<file path="config.mk">
export PLATFORM = sky130hd
export DESIGN_NAME = flash_cmd_decoder
export DESIGN_NICKNAME = d
export VERILOG_FILES = /design/src/rtl/flash_cmd_pkg.sv /design/src/rtl/flash_we_edge.sv /design/src/rtl/flash_addr_match.sv /design/src/rtl/flash_seq_fsm.sv /design/src/rtl/flash_cmd_decoder.sv
export SDC_FILE = /design/constraint.sdc
export NUM_CORES = 1
export LEC_CHECK = 0
export BUFFER_PORTS_ARGS = -buffer_cell sky130_fd_sc_hd__buf_2
export CAP_MARGIN = 20
export CORE_UTILIZATION = 38
export DETAILED_ROUTE_END_ITERATION = 6
export PLACE_DENSITY_LB_ADDON = 0.1
export SLEW_MARGIN = 20
export SYNTH_ARGS = -nofsm -noshare
export SYNTH_HDL_FRONTEND = slang
export SYNTH_SLANG_ARGS = --single-unit
</file>
<file path="constraint.sdc">
create_clock -name clk_i -period 2.08 [get_ports clk_i]
set_input_delay 0 -clock clk_i [delete_from_list [all_inputs] [get_ports clk_i]]
set_output_delay 0 -clock clk_i [all_outputs]
set_load 0.01 [all_outputs]
</file>
<file path="src/rtl/flash_cmd_pkg.sv">
package flash_cmd_pkg;
  typedef enum logic [2:0] {
    ST_IDLE,
    ST_UNL1,
    ST_UNL2,
    ST_PROG,
    ST_EXIT
  } seq_step_e;

  localparam int unsigned UNLOCK_W = 11;
  localparam logic [UNLOCK_W-1:0] UNLOCK_ADDR_A = 11'h555;
  localparam logic [UNLOCK_W-1:0] UNLOCK_ADDR_B = 11'h2AA;

  localparam logic [7:0] CMD_KEY1  = 8'hAA;
  localparam logic [7:0] CMD_KEY2  = 8'h55;
  localparam logic [7:0] CMD_ENTER = 8'h88;
  localparam logic [7:0] CMD_PROG  = 8'hA0;
  localparam logic [7:0] CMD_LEAVE = 8'h90;
  localparam logic [7:0] CMD_DONE  = 8'h00;
  localparam logic [7:0] CMD_RESET = 8'hF0;
endpackage

</file>
<file path="src/rtl/flash_we_edge.sv">
module flash_we_edge (
  input  logic clk_i,
  input  logic rst_ni,
  input  logic we_ni,
  output logic wr_o
);
  logic we_q;

  always_ff @(posedge clk_i or negedge rst_ni) begin
    if (!rst_ni) we_q <= 1'b1;
    else         we_q <= we_ni;
  end

  assign wr_o = we_q & ~we_ni;

  // a held strobe yields one write only
  p_single_write_r2: assert property (@(posedge clk_i) disable iff (!rst_ni)
    wr_o |=> !wr_o);
endmodule

</file>
<file path="src/rtl/flash_addr_match.sv">
module flash_addr_match #(
  parameter int unsigned ADDR_W    = 22,
  parameter int unsigned BANK_W    = 3,
  parameter int unsigned SEC_WORDS = 128,
  localparam int unsigned AI_W     = ADDR_W + 1,
  localparam int unsigned SEC_AW   = $clog2(SEC_WORDS),
  localparam int unsigned PA_W     = SEC_AW + 1
) (
  input  logic            byte_mode_i,
  input  logic [AI_W-1:0] addr_i,
  output logic            hit_a_o,
  output logic            hit_b_o,
  output logic            bank_zero_o,
  output logic            in_area_o,
  output logic [PA_W-1:0] area_addr_o
);
  import flash_cmd_pkg::*;

  logic [ADDR_W-1:0] waddr;
  logic              lsb;

  // word view of the bus; byte mode shifts out the extra low bit
  assign waddr = byte_mode_i ? addr_i[AI_W-1:1] : addr_i[ADDR_W-1:0];
  assign lsb   = addr_i[0];

  // byte AAAh = word 555h with lsb 0, byte 555h = word 2AAh with lsb 1
  assign hit_a_o = (waddr[UNLOCK_W-1:0] == UNLOCK_ADDR_A) && (!byte_mode_i || !lsb);
  assign hit_b_o = (waddr[UNLOCK_W-1:0] == UNLOCK_ADDR_B) && (!byte_mode_i || lsb);

  assign bank_zero_o = (waddr[ADDR_W-1 -: BANK_W] == '0);
  assign in_area_o   = (waddr[ADDR_W-1:SEC_AW] == '0);

  always_comb begin
    if (byte_mode_i) area_addr_o = {waddr[SEC_AW-1:0], lsb};
    else             area_addr_o = {1'b0, waddr[SEC_AW-1:0]};
  end
endmodule

</file>
<file path="src/rtl/flash_seq_fsm.sv">
module flash_seq_fsm #(
  parameter int unsigned DATA_W    = 16,
  parameter int unsigned SEC_WORDS = 128,
  localparam int unsigned SEC_AW   = $clog2(SEC_WORDS),
  localparam int unsigned PA_W     = SEC_AW + 1
) (
  input  logic              clk_i,
  input  logic              rst_ni,
  input  logic              wr_i,
  input  logic              byte_mode_i,
  input  logic [DATA_W-1:0] data_i,
  input  logic              hit_a_i,
  input  logic              hit_b_i,
  input  logic              bank_zero_i,
  input  logic              in_area_i,
  input  logic [PA_W-1:0]   area_addr_i,
  output logic              sec_mode_o,
  output logic              prog_valid_o,
  output logic [PA_W-1:0]   prog_addr_o,
  output logic [DATA_W-1:0] prog_data_o
);
  import flash_cmd_pkg::*;

  seq_step_e   step_q, step_d;
  logic        sec_d;
  logic        pv_d;
  logic [7:0]  cmd;
  logic        is_reset;
  logic [DATA_W-1:0] pdata;

  assign cmd      = data_i[7:0];
  assign is_reset = (cmd == CMD_RESET);
  assign pdata    = byte_mode_i ? {{(DATA_W-8){1'b0}}, data_i[7:0]} : data_i;

  always_comb begin
    step_d = step_q;
    sec_d  = sec_mode_o;
    pv_d   = 1'b0;
    if (wr_i) begin
      step_d = ST_IDLE;
      unique case (step_q)
        ST_IDLE: begin
          if (is_reset) sec_d = 1'b0;
          else if (hit_a_i && cmd == CMD_KEY1) step_d = ST_UNL1;
        end
        ST_UNL1: begin
          if (is_reset) sec_d = 1'b0;
          else if (hit_b_i && cmd == CMD_KEY2) step_d = ST_UNL2;
        end
        ST_UNL2: begin
          if (is_reset) sec_d = 1'b0;
          else if (hit_a_i) begin
            if (cmd == CMD_ENTER) sec_d = 1'b1;
            else if (cmd == CMD_PROG && sec_mode_o) step_d = ST_PROG;
            else if (cmd == CMD_LEAVE && sec_mode_o && bank_zero_i) step_d = ST_EXIT;
          end
        end
        // data here is payload, so F0h is not a reset
        ST_PROG: pv_d = in_area_i;
        ST_EXIT: begin
          if (cmd == CMD_DONE || is_reset) sec_d = 1'b0;
        end
        default: step_d = ST_IDLE;
      endcase
    end
  end

  always_ff @(posedge clk_i or negedge rst_ni) begin
    if (!rst_ni) begin
      step_q       <= ST_IDLE;
      sec_mode_o   <= 1'b0;
      prog_valid_o <= 1'b0;
      prog_addr_o  <= '0;
      prog_data_o  <= '0;
    end else begin
      step_q       <= step_d;
      sec_mode_o   <= sec_d;
      prog_valid_o <= pv_d;
      if (pv_d) begin
        prog_addr_o <= area_addr_i;
        prog_data_o <= pdata;
      end
    end
  end

  p_strobe_pulse_r5: assert property (@(posedge clk_i) disable iff (!rst_ni)
    prog_valid_o |=> !prog_valid_o);

  p_strobe_in_area_r6: assert property (@(posedge clk_i) disable iff (!rst_ni)
    prog_valid_o |-> sec_mode_o);

  p_enter_on_write_r4: assert property (@(posedge clk_i) disable iff (!rst_ni)
    $rose(sec_mode_o) |-> $past(wr_i));

  p_mode_hold_r9: assert property (@(posedge clk_i) disable iff (!rst_ni)
    !wr_i |=> $stable(sec_mode_o));

  p_word_addr_top_r10: assert property (@(posedge clk_i) disable iff (!rst_ni)
    (wr_i && !byte_mode_i && step_q == ST_PROG) |=> !prog_valid_o || !prog_addr_o[PA_W-1]);
endmodule

</file>
<file path="src/rtl/flash_cmd_decoder.sv">
module flash_cmd_decoder #(
  parameter int unsigned ADDR_W    = 22,
  parameter int unsigned DATA_W    = 16,
  parameter int unsigned BANK_W    = 3,
  parameter int unsigned SEC_WORDS = 128,
  localparam int unsigned AI_W     = ADDR_W + 1,
  localparam int unsigned PA_W     = $clog2(SEC_WORDS) + 1
) (
  input  logic              clk_i,
  input  logic              rst_ni,
  input  logic              byte_mode_i,
  input  logic              we_ni,
  input  logic [AI_W-1:0]   addr_i,
  input  logic [DATA_W-1:0] data_i,
  output logic              sec_mode_o,
  output logic              prog_valid_o,
  output logic [PA_W-1:0]   prog_addr_o,
  output logic [DATA_W-1:0] prog_data_o
);
  logic            wr;
  logic            hit_a, hit_b, bank_zero, in_area;
  logic [PA_W-1:0] area_addr;

  flash_we_edge u_edge (
    .clk_i  (clk_i),
    .rst_ni (rst_ni),
    .we_ni  (we_ni),
    .wr_o   (wr)
  );

  flash_addr_match #(
    .ADDR_W    (ADDR_W),
    .BANK_W    (BANK_W),
    .SEC_WORDS (SEC_WORDS)
  ) u_match (
    .byte_mode_i (byte_mode_i),
    .addr_i      (addr_i),
    .hit_a_o     (hit_a),
    .hit_b_o     (hit_b),
    .bank_zero_o (bank_zero),
    .in_area_o   (in_area),
    .area_addr_o (area_addr)
  );

  flash_seq_fsm #(
    .DATA_W    (DATA_W),
    .SEC_WORDS (SEC_WORDS)
  ) u_fsm (
    .clk_i        (clk_i),
    .rst_ni       (rst_ni),
    .wr_i         (wr),
    .byte_mode_i  (byte_mode_i),
    .data_i       (data_i),
    .hit_a_i      (hit_a),
    .hit_b_i      (hit_b),
    .bank_zero_i  (bank_zero),
    .in_area_i    (in_area),
    .area_addr_i  (area_addr),
    .sec_mode_o   (sec_mode_o),
    .prog_valid_o (prog_valid_o),
    .prog_addr_o  (prog_addr_o),
    .prog_data_o  (prog_data_o)
  );
endmodule

</file>
==> results.sh <==
export IMPL_outcome="completed"
export IMPL_drt_wl_total_um=4190
export IMPL_cts_num_sinks=30
export IMPL_routedWlPerCell_um=15.2
export IMPL_synth_edf_count=0
export IMPL_cts_buffers=5
export IMPL_syn_area_um2=1720
export IMPL_r2r_start="u_edge.we_q"
export IMPL_fin_setup_tns_ns=0
export IMPL_num_vias=1424
export IMPL_nets=266
export IMPL_place_congestion=0.830
export IMPL_worst_slew_pin_slew_ns=0.672
export IMPL_grt_pass1_wl_um=7150
export IMPL_initial_core_util_pct=39.6
export IMPL_grt_max_degree=31
export IMPL_vdd_drop_max_uv=280
export IMPL_drive_above_1_share_pct=50.4
export IMPL_antenna_found_initial=0
export IMPL_hold_violations=0
export IMPL_globalRouteOverflowTotal=0
export IMPL_syn_area_per_cell_um2=12.3
export IMPL_endpoint_kind="flip-flop"
export IMPL_pre_cts_ws_ns=0.171
export IMPL_initialDrtViolationCount=50
export IMPL_grtUsageTotal_pct=18.8
export IMPL_instances_no_fill=276
export IMPL_fp_dieW_um=69.3
export IMPL_avgViaCountPerCell=5.16
export IMPL_finalMaxSlewViolations=0
export IMPL_power_density_nw_per_um2=560
export IMPL_grt_pass1_vias=1513
export IMPL_timing_fmax_mhz=519
export IMPL_cpPeakStageDelay_ns=0.66
export IMPL_path_depth=7
export IMPL_fp_row_count=24
export IMPL_clk_path_buf_depth=2
export IMPL_async_reset_ff_share_pct=100
export IMPL_diodes=0
export IMPL_synth_top_area_share_pct=42.1
export IMPL_slew_headroom_pct=55.2
export IMPL_yosys_most_used_dff="dfrtp_1"
export IMPL_r2r_end="u_fsm.prog_data_o[15]"
export IMPL_crit_path_max_fanout=5
export IMPL_cts_setup_buffers=0
export IMPL_pin_count=69
export IMPL_ys_top_cells_by_area="dfrtp_1 (42%), mux2_4 (17%), nor2b_1 (2.9%), mux2_2 (2.6%), nor3b_1 (2.2%)"
export IMPL_drv_cap=0
export IMPL_yosys_warnings=0
export IMPL_syn_to_final_growth_pct=34.9
export IMPL_hp_class="in2reg"
export IMPL_fin_crit_sh_pct=92.7
export IMPL_placedCellCount=258
export IMPL_ctsHtreeMaxLevel=2
export IMPL_endpoint="u_fsm.sec_mode_o"
export IMPL_rsz0062_at_grt="no"
export IMPL_r2r_slack_ns=0.18
export IMPL_slowest_stage="or4b_2"
export IMPL_skew_ns=0.00487
export IMPL_synth_cells=140
export IMPL_startpoint="data_i[7]"
export IMPL_worstPathArrival_ns=2.14
export IMPL_ys_ff_latch=30
export IMPL_yosysSeqAreaShare_pct=43.6
export IMPL_cts_tree="yes"
export IMPL_die_area_um2=4810
export IMPL_p_leak_uw=0.00114
export IMPL_finalSetupViolations=0
export IMPL_port_buffers=68
export IMPL_dpl_hpwl_um=3140
export IMPL_clock_latency_ns=0.29
export IMPL_worstRegToRegCells=6
export IMPL_drc=0
export IMPL_final_period_minus_worst_setup_slack_ns=1.93
export IMPL_dieHeight_um=69.3
export IMPL_critical_path_class="in2reg"
export IMPL_drtAntennaViolNets=0
export IMPL_core_um2=4350
export IMPL_worstPathRequired_ns=2.29
export IMPL_synth_cell_types=42
export IMPL_root_buffer="clkbuf_8"
export IMPL_holdWs_ns=0.00961
export IMPL_clk_pin_slew_ns=0.07
export IMPL_syn_nets=183
export IMPL_critPathBufInv=2
export IMPL_cpLargestDelayFamily="simple AND/OR/NAND/NOR gates"
export IMPL_synth_area_leader_cell="dfrtp_1"
export IMPL_crit_chain="dlygate4sd3_1 > buf_2 > or4b_2 > o21ai_0 > a211oi_1 > nor4b_2 > a2bb2oi_1"
export IMPL_worstSetupStartpointType="input port"
export IMPL_layout_setup_ws_ns=0.152
export IMPL_firstDrtPassIters=4
## cells by family after synthesis
logic type / after synthesis / synth area share (%)
simple gates: 57 / 22.7
flops: 30 / 43.6
buf+inv: 8 / 3.12
compound gates: 19 / 9.37
mux: 26 / 21.2
## per-layer routing
layer	up-vias	wire length (um)	global-route usage [%]
li1	699	-	-
met1	669	1810	22.6
met2	48	2140	32.3
met3	8	176	3.49
met4	0	68	8.84
met5	-	0	0
## cell type report
type                            count  area (um2)
Fill cell                         408        2030
Multi-Input combinational cell    102         917
Sequential cell                    30         752
Timing Repair Buffer               83         478
Clock buffer                        5        68.8
Tap cell                           52        65.1
Clock inverter                      3        40.0
Inverter                            1        3.75
## cells in the mapped netlist (all sizes together), types with 2 or more instances
library cell / number
a22oi: 2
o21bai: 2
nand4b: 4
nor4bb: 3
nand4: 3
nor3: 7
a211oi: 2
nor4b: 3
nor2: 4
dfrtp: 29
nor3b: 5
nand2: 4
nand3: 3
nor2b: 9
mux2: 24
nor4: 3
buf: 4
nand2b: 3
a2111oi: 2
mux2i: 2
o21ai: 6
clkbuf: 3
## power by group
group / internal [uW] / switching, uW / total (uW)
Sequential: 585 / 0.221 / 585
Combinational: 66.1 / 69.1 / 135
Clock: 352 / 229 / 581
## how the worst min path moves through the flow
stage                         start  slack [ns]  depth (start not counted)                    to
final                     addr_i[7]        0.01                          3  u_fsm.prog_addr_o[7]
after global routing      data_i[0]       0.005                          2  u_fsm.prog_data_o[0]
after CTS                 addr_i[7]       0.002                          3  u_fsm.prog_addr_o[7]
after detailed placement     rst_ni        0.08                          1  u_fsm.prog_addr_o[3]
after global placement       rst_ni        0.06                          1  u_fsm.prog_addr_o[3]
after floorplan              rst_ni       -0.30                          0  u_fsm.prog_addr_o[0]
## timing repair
action,in CTS,in global routing
endpoints found under the hold margin,38,0
hold buffers,10,0
gates resized for setup,0,0
## placed cells by master, fill, tap and decap left out, types with 5 or more instances in the layout
cell / count
o21ai_0: 5
nor2b_1: 8
dfrtp_1: 29
clkbuf_8: 5
mux2_4: 20
dlygate4sd3_1: 10
nor3_1: 6
buf_4: 5
nor3b_1: 5
buf_2: 68
## tightest hold or removal path, delay by kind of cell
kind                   cells  cell delay (ns)
buffers and inverters      1             0.13
AND/OR/NAND/NOR            1             0.07
multiplexers               1             0.06
## registers in the layout, indices dropped and copies added, names as in the netlist
signal and flops:
u_fsm.prog_addr_o 8, u_fsm.prog_data_o 16, u_edge.we_q 1, u_fsm.prog_valid_o 1, u_fsm.step_q 3, u_fsm.sec_mode_o 1
## stage by stage
step / utilization [%] / area, um2 / power, uW
6_report: 53.4 / 2320 / 1300
5_1_grt: 53.4 / 2320 / 1360
3_5_place_dp: 48.6 / 2120 / 717
4_1_cts: 53.4 / 2320 / 1320
3_3_place_gp: 48.6 / 2120 / 715
2_1_floorplan: - / 1720 / 639
No activity file was read; power rests on OpenSTA's default activity.
